<file path="src/rtl/jabber_pkg.sv">
package jabber_pkg;
  typedef enum logic {
    GUARD_OPEN   = 1'b0,
    GUARD_JABBER = 1'b1
  } guard_mode_e;
endpackage

</file>
<file path="src/rtl/jab_streak_counter.sv">
module jab_streak_counter #(
  parameter int LIMIT = 8
) (
  input  logic clk,
  input  logic rst_n,
  input  logic run,
  output logic done
);
  localparam int W = (LIMIT < 2) ? 1 : $clog2(LIMIT + 1);
  localparam logic [W-1:0] LAST = W'(LIMIT - 1);

  logic [W-1:0] cnt_q, cnt_d;
  logic         cnt_en;

  assign done   = run && (cnt_q == LAST);
  assign cnt_en = run || (cnt_q != '0);

  always_comb begin
    if (!run || done) cnt_d = '0;
    else              cnt_d = cnt_q + 1'b1;
  end

  always_ff @(posedge clk or negedge rst_n) begin
    if (!rst_n)      cnt_q <= '0;
    else if (cnt_en) cnt_q <= cnt_d;
  end

  assert_cnt_in_range_R2: assert property (@(posedge clk) disable iff (!rst_n)
    cnt_q <= LAST);
  assert_idle_restarts_R5: assert property (@(posedge clk) disable iff (!rst_n)
    !run |=> cnt_q == '0);
endmodule

</file>
<file path="src/rtl/jab_status_bit.sv">
module jab_status_bit (
  input  logic clk,
  input  logic rst_n,
  input  logic set,
  input  logic jabbing,
  input  logic rd,
  output logic stat
);
  logic stat_q, stat_d;

  always_comb begin
    if (set)                stat_d = 1'b1;
    else if (rd && !jabbing) stat_d = 1'b0;
    else                    stat_d = stat_q;
  end

  always_ff @(posedge clk or negedge rst_n) begin
    if (!rst_n) stat_q <= 1'b0;
    else        stat_q <= stat_d;
  end

  assign stat = stat_q;

  assert_status_while_jabber_R7: assert property (@(posedge clk) disable iff (!rst_n)
    jabbing |-> stat_q);
  assert_status_clear_by_read_R8: assert property (@(posedge clk) disable iff (!rst_n)
    $fell(stat_q) |-> ($past(rd) && !$past(jabbing)));
endmodule

</file>
<file path="src/rtl/jabber_guard.sv">
module jabber_guard #(
  parameter int JAB_LIMIT   = 4096,
  parameter int UNJAB_LIMIT = 16384
) (
  input  logic clk,
  input  logic rst_n,
  input  logic tx_active,
  input  logic auto_unjab_off,
  input  logic status_rd,
  output logic tx_block,
  output logic lpbk_block,
  output logic jab_status
);
  import jabber_pkg::*;

  guard_mode_e mode_q, mode_d;
  logic        in_jab;
  logic        streak_run, streak_done;
  logic        idle_run, idle_done;

  assign in_jab     = (mode_q == GUARD_JABBER);
  assign streak_run = tx_active && !in_jab;
  assign idle_run   = in_jab && !tx_active && !auto_unjab_off;

  jab_streak_counter #(.LIMIT(JAB_LIMIT)) u_tx_streak (
    .clk  (clk),
    .rst_n(rst_n),
    .run  (streak_run),
    .done (streak_done)
  );

  jab_streak_counter #(.LIMIT(UNJAB_LIMIT)) u_idle_wait (
    .clk  (clk),
    .rst_n(rst_n),
    .run  (idle_run),
    .done (idle_done)
  );

  always_comb begin
    mode_d = mode_q;
    case (mode_q)
      GUARD_OPEN:   if (streak_done) mode_d = GUARD_JABBER;
      GUARD_JABBER: if (idle_done)   mode_d = GUARD_OPEN;
      default:      mode_d = GUARD_OPEN;
    endcase
  end

  always_ff @(posedge clk or negedge rst_n) begin
    if (!rst_n) mode_q <= GUARD_OPEN;
    else        mode_q <= mode_d;
  end

  jab_status_bit u_status (
    .clk    (clk),
    .rst_n  (rst_n),
    .set    (streak_done),
    .jabbing(in_jab),
    .rd     (status_rd),
    .stat   (jab_status)
  );

  assign tx_block   = in_jab;
  assign lpbk_block = in_jab;

  assert_entry_needs_tx_R2: assert property (@(posedge clk) disable iff (!rst_n)
    $rose(tx_block) |-> $past(tx_active));
  assert_release_needs_idle_R4: assert property (@(posedge clk) disable iff (!rst_n)
    $fell(tx_block) |-> (!$past(tx_active) && !$past(auto_unjab_off)));
  assert_hold_when_off_R6: assert property (@(posedge clk) disable iff (!rst_n)
    (in_jab && auto_unjab_off) |=> in_jab);
  assert_paths_agree_R3: assert property (@(posedge clk) disable iff (!rst_n)
    (tx_block == lpbk_block) && (tx_block -> jab_status));
endmodule

</file>
<file path="config.mk">
export PLATFORM = sky130hd
export DESIGN_NAME = jabber_guard
export DESIGN_NICKNAME = d
export VERILOG_FILES = /design/src/rtl/jabber_pkg.sv /design/src/rtl/jab_streak_counter.sv /design/src/rtl/jab_status_bit.sv /design/src/rtl/jabber_guard.sv
export SDC_FILE = /design/constraint.sdc
export NUM_CORES = 1
export LEC_CHECK = 0
export ABC_AREA = 1
export ABC_CLOCK_PERIOD_IN_PS = 1400
export BUFFER_PORTS_ARGS = -buffer_cell sky130_fd_sc_hd__buf_2
export CAP_MARGIN = 40
export CORE_ASPECT_RATIO = 1.4
export CORE_UTILIZATION = 54
export DETAILED_ROUTE_END_ITERATION = 6
export HOLD_SLACK_MARGIN = 0.12
export PLACE_DENSITY = 0.85
export SLEW_MARGIN = 5
export SYNTH_ARGS = -nofsm -noshare
export SYNTH_HDL_FRONTEND = slang
export SYNTH_HIERARCHICAL = 1
export SYNTH_SLANG_ARGS = --single-unit
</file>
<file path="constraint.sdc">
create_clock -name clk -period 1.4 [get_ports clk]
set_input_delay 0.35 -clock clk [delete_from_list [all_inputs] [get_ports clk]]
set_output_delay 0.35 -clock clk [all_outputs]
set_load 0.01 [all_outputs]
</file>
==> impl_metrics.csv, run 1 <==
group,metric,value,unit
global_route,use_met3,0.0461,
route,routedWlPerCell,11.7,um
global_route,grt_max_degree,31,
timing,fin_tns_setup,0,ns
global_route,grt_use_total,0.234,
final_layout,layout-drive-gt1-share,0.164,
job,drv_cap,0,
power,pwr-share-clk,0.366,
clock_network,cts_made_buffers,5,
timing,setup_ws,0.0764,ns
timing,finalCritPeriodShare,0.945,
synth,synth_cells,242,
route,first_pass_iters,4,
global_route,grt_pass1_wl,6080,um
route,drc,0,
run_status,run_status,"complete, no violations",
power,p_seq_frac,0.524,
synth,avgSynthCellArea,7.25,sq um
floorplan,fp.dieH,69.4,um
final_layout,final_cell_mix,"62 x nand2_1, 45 x nor2_1, 33 x inv_1, 30 x dfrtp_1, 27 x nand3_1",
power,p_switching,0.432,mW
place,gp_congestion,0.874,
clock_network,clock_sinks,30,
power,power_leakage,0.962,nW
critical_path,path_common_cell,"nand2_2",
clock_network,path_clk_slew,0.06,ns
global_route,grtUsageMet1,0.225,
route,via_count,1557,
power,swShare,0.246,
synth,synth_warnings,6,
timing,final-max-slew-violation-count,0,
floorplan,dieArea,3480,sq um
route,drt_iter0_markers,43,
global_route,grt-ovfl-total,0,
final_layout,fillers,260,
synth,mappedNetlistArea,1750,sq um
critical_path,path_cells,"ha_1 -> nand2_2 -> nor2_4 -> nand2_2 -> inv_2 -> nand2_2 -> nand2_4 -> nor2_1",
synth,synth_cell_types,20,
place,preCtsSetupSlack,0.0101,ns
synth,synth_seq_area_share,0.428,
power,peakVddDrop,0.805,mV
route,drt-total-wl,3580,um
floorplan,io_pins,8,
min_path,hp-class,"input port to flip-flop",
global_route,grt_pass1_vias,1521,
critical_path,cpPeakStageDelay,0.35,ns
clock_network,tritoncts,"done",
clock_network,clock_path_buffers,2,
critical_path,endpoint_kind,"flip-flop",
global_route,antenna_found_initial,0,
place,placedCellCount,299,
place,dp_hpwl,2620,um
timing,skew,0.00228,ns
critical_path,path_max_fanout,12,
final_layout,final_common_cell,"nand2_1",
timing,hold_viol_final,0,
final_layout,num_antenna_cells,0,
synth,syn_nets,251,
floorplan,core_area,3090,sq um
global_route,grt-busiest-layer,"met2",
critical_path,reg2reg_slack,0.08,ns
floorplan,die_x,50.2,um
floorplan,rows,24,
place,port_buffers,7,
final_layout,multiInputGateArea,876,sq um
final_layout,fin_area,2040,sq um
timing,setup_viol,0,
synth,ys_ff_latch,30,
critical_path,arrival,1.49,ns
final_layout,final_nets,277,
place,dpl_cell_area,1930,sq um
clock_network,h-tree-depth,2,
timing,timing.fmax,756,MHz
critical_path,crit_type,"flip-flop to flip-flop",
final_layout,instances_no_fill,307,
floorplan,start_util,0.567,
final_layout,seq_area,751,sq um
timing,tightestPinTransition,0.263,ns
route,antenna_left,0,
critical_path,cp_slowest_cell,"dfrtp_1",
critical_path,startpoint_type,"flip-flop",
power,power_density,862,nW/um^2
critical_path,cp_data_required_time,1.56,ns
timing,final.min_clock_period,1.32,ns
clock_network,clk_latency,0.27,ns
clock_network,cts-root-buf,"clkbuf_8",
power,cell_internal_pwr,1.32,mW
power,power.share.combinational,0.110,
global_route,global_route.usage.met2,0.441,
final_layout,area_delta_synth_final,16.2,%
route,avgViaCountPerCell,5.07,
timing,relSlewSlack,0.825,
-- power groups by stage --
stage	clock, mW	sequential (mW)	combinational [mW]
6_report	0.643	0.921	0.193
5_1_grt	0.699	0.923	0.218
4_1_cts	0.668	0.921	0.197
3_5_place_dp	0	0.936	0.193
3_3_place_gp	0	0.936	0.186
2_1_floorplan	0	0.940	0.0996
-- layout make-up --
type / instances / area share
clock buffers: 7 / 0.0374
inverters: 35 / 0.0645
multi-input cells: 175 / 0.430
flip-flops and latches: 30 / 0.368
well taps: 39 / 0.0239
repair buffers: 21 / 0.0761
-- critical path, delay by kind of cell, from the launching register on --
kind                     cells  cell delay, ns
flip-flops                   1            0.35
AND/OR/NAND/NOR              6            0.60
buffers and inverters        1            0.08
adder cells (fa/ha/maj)      1            0.19
-- state kept, by name, indices dropped and copies added (netlist names) --
signal and flops:
u_status/stat 1, u_tx_streak/cnt_q 13, lpbk_block 1, u_idle_wait/cnt_q 15
-- cells by family (layout without fill, tap and decap cells) --
kind of cell,count (synthesis),count (layout),synth area share
and+or+nand+nor,157,157,0.392
buffers and inverters,37,63,0.0856
DFF,30,30,0.428
xor gates and xnor gates,12,12,0.0599
adders and majority gates,4,4,0.0285
AOI/OAI and AO/OA,2,2,0.00570
-- synthesized netlist by cell type --
cell      n  share of area
buf_4     1         0.0043
nand3_1  27          0.077
inv_2     2         0.0043
nand3_2   1         0.0057
nand2_2   5          0.018
nand2_4   1         0.0064
nor2_4    1         0.0064
xor2_1    9          0.045
a21oi_1   1         0.0029
dfrtp_1  30           0.43
ha_1      4          0.029
buf_6     1         0.0064
inv_1    33          0.071
nor2_1   46          0.098
nand2_1  62           0.13
nor3_1    3         0.0086
o21ai_0   1         0.0029
xnor2_1   3          0.015
nor2_2    6          0.021
nand4_1   5          0.018
-- worst paths after layout --
kind,start,end,depth (start not counted)
hold / removal,status_rd,u_status/stat,4
setup reg to reg,u_idle_wait/cnt_q[0],u_idle_wait/cnt_q[13],8
min in group asynchronous,rst_n,u_idle_wait/cnt_q[6],3
max in group asynchronous,rst_n,u_tx_streak/cnt_q[1],3
setup / recovery,u_idle_wait/cnt_q[0],u_idle_wait/cnt_q[13],8
hold reg to reg,u_status/stat,u_status/stat,2
-- metal layers --
metal  up-vias  part of all wire
met2        19              0.56
li1        791                 -
met3         7             0.024
met5         -                 0
met4         0             0.021
met1       740              0.40
-- metrics by stage --
stage                      util  hold slack, ns  power [mW]
after global placement    0.624           0.312        1.12
after CTS                 0.653           0.319        1.79
final                     0.659           0.330        1.76
after floorplan               -          0.0544        1.04
after global routing      0.659           0.337        1.84
after detailed placement  0.624           0.314        1.13
-- what timing repair did --
item / CTS / global route
buffers inserted: 0 / 0
gates resized for setup: 1 / 4
hold endpoints to repair: 30 / 0
setup endpoints to repair: 2 / 14
hold buffers: 1 / 0
Power figures use the tool's default switching activity.
==> run 2: changes to the inputs <==
- PLACE_DENSITY: 0.85 -> 0.74
==> run 2 against run 1 <==
Compared with the run above: core utilization is 0.36 points higher; clock power is 1% higher; register-to-register slack hardly changed; global-route usage is 0.55 points higher; cell count is 0.65% higher; sequential share of layout area is 0.20 points lower; combinational power is 3% higher; worst hold slack worse by 0.025 ns; worst setup slack worse by 0.0046 ns; fmax is 0.34% lower; count of clock-buffer cells in the layout is 2 lower.
==> impl_metrics.csv, run 2 (synthesis results as in run 1) <==
group,metric,value,unit
run_status,run_status,"complete, no violations",
clock_network,path_clk_slew,0.06,ns
final_layout,instances_no_fill,309,
power,cell_internal_pwr,1.32,mW
critical_path,arrival,1.54,ns
place,preCtsSetupSlack,0.0353,ns
critical_path,cp-endpoint,"u_idle_wait/cnt_q[11]",
floorplan,core_area,3090,sq um
power,swShare,0.256,
final_layout,seq_area,751,sq um
final_layout,reg_top3,"u_idle_wait/cnt_q: 15 flops, u_tx_streak/cnt_q: 13 flops",
route,avgViaCountPerCell,4.99,
timing,setup_ws,0.0719,ns
global_route,grt_use_total,0.239,
clock_network,clock_path_buffers,2,
critical_path,startpoint_type,"flip-flop",
final_layout,multiInputGateArea,877,sq um
route,drc,0,
power,p_total,1.77,mW
min_path,hp-class,"input port to flip-flop",
final_layout,largest_reg_flops,15,
timing,final-max-slew-violation-count,0,
floorplan,rows,24,
place,placedCellCount,300,
timing,fin_tns_setup,0,ns
timing,relSlewSlack,0.747,
clock_network,clock_sinks,30,
timing,rsz0062_at_grt,"no",
route,drt_iter0_markers,70,
global_route,grt_max_degree,18,
floorplan,die_x,50.2,um
place,port_buffers,7,
floorplan,dieArea,3480,sq um
final_layout,regMostFlops,"u_idle_wait/cnt_q",
critical_path,crit_type,"flip-flop to flip-flop",
power,pwr-share-clk,0.368,
critical_path,path_cells,"ha_1 -> nand2_2 -> nor2_4 -> nand2_2 -> inv_2 -> nand2_2 -> nand2_2 -> nor2_1",
final_layout,final_cell_mix,"62 x nand2_1, 46 x nor2_1, 33 x inv_1, 30 x dfrtp_1, 27 x nand3_1",
global_route,grt_pass1_vias,1565,
global_route,antenna_found_initial,0,
clock_network,cts_made_buffers,5,
power,power_leakage,0.972,nW
timing,hold_viol_final,0,
timing,timing.fmax,753,MHz
place,dp_hpwl,2700,um
power,power.share.combinational,0.112,
route,routedWlPerCell,11.8,um
job,drv_cap,0,
power,peakVddDrop,0.672,mV
critical_path,cpPeakStageDelay,0.38,ns
timing,whs,0.305,ns
final_layout,num_antenna_cells,0,
place,dpl_cell_area,1940,sq um
route,antenna_left,0,
critical_path,cp_slowest_cell,"dfrtp_1",
critical_path,cp_data_required_time,1.61,ns
global_route,grt-ovfl-total,0,
route,via_count,1542,
floorplan,start_util,0.567,
final_layout,fillers,261,
critical_path,endpoint_kind,"flip-flop",
critical_path,r2r_cells,8,
final_layout,final_common_cell,"nand2_1",
timing,skew,0.00390,ns
clock_network,cts_setup_buffers,0,
critical_path,crit_start,"u_idle_wait/cnt_q[0]",
power,p_switching,0.454,mW
critical_path,reg2reg_slack,0.07,ns
final_layout,area_delta_synth_final,16.8,%
final_layout,fin_area,2050,sq um
timing,finalCritPeriodShare,0.949,
clock_network,tritoncts,"done",
final_layout,final_nets,279,
floorplan,fp.dieH,69.4,um
critical_path,path_max_fanout,6,
final_layout,fin_util,0.663,
global_route,grt_pass1_wl,6230,um
power,p_seq_frac,0.521,
route,drt-total-wl,3660,um
critical_path,r2r-end,"u_idle_wait/cnt_q[11]",
clock_network,clk_latency,0.28,ns
timing,final.min_clock_period,1.33,ns
critical_path,path_common_cell,"nand2_2",
timing,tightestPinTransition,0.380,ns
clock_network,cts-root-buf,"clkbuf_8",
clock_network,h-tree-depth,2,
power,power_density,864,nW/um^2
route,first_pass_iters,4,
final_layout,layout-drive-gt1-share,0.174,
floorplan,io_pins,8,
place,gp_congestion,0.815,
critical_path,r2r_start,"u_idle_wait/cnt_q[0]",
timing,setup_viol,0,
==> run 2: layer usage <==
metal	part of all wire	GRT usage	vias to the layer above
li1	-	-	797
met1	0.39	0.226	713
met2	0.56	0.467	24
met3	0.023	0.0395	8
met4	0.020	0.114	0
met5	0	0	-
==> run 2: final cells by class <==
type,count,area share
multi-input combinational,176,0.428
clock inverter,2,0.00488
sequential,30,0.366
timing repair buffer,22,0.0794
inverter,35,0.0641
tap,39,0.0238
clock buffer,5,0.0336
==> run 2: power by group through the flow <==
| stage | clock network (mW) | registers [mW] | logic [mW] |
|---|---|---|---|
| floorplan | 0 | 0.940 | 0.0996 |
| detailed placement | 0 | 0.937 | 0.193 |
| global route | 0.687 | 0.925 | 0.233 |
| global placement | 0 | 0.936 | 0.190 |
| CTS | 0.672 | 0.921 | 0.200 |
| finish | 0.651 | 0.922 | 0.198 |
==> run 2: what timing repair did <==
item                       in CTS  in global routing
gates resized for setup         0                  4
setup endpoints to repair       0                 16
hold buffers                    1                  0
hold endpoints to repair       13                  0
==> run 2: worst min-delay path by stage <==
stage                         start                   end  depth (start not counted)
after global placement        rst_n  u_idle_wait/cnt_q[5]                          1
after CTS                 status_rd         u_status/stat                          4
after floorplan               rst_n            lpbk_block                          0
final                     status_rd         u_status/stat                          4
after detailed placement      rst_n  u_idle_wait/cnt_q[5]                          1
after global routing      status_rd         u_status/stat                          4
==> run 2: worst max-delay path, delay by kind of cell (launching register included) <==
| kind | cells | cell delay, ns |
|---|---|---|
| buf+inv | 1 | 0.05 |
| simple gates | 6 | 0.59 |
| flops | 1 | 0.38 |
| fa+ha+maj | 1 | 0.22 |
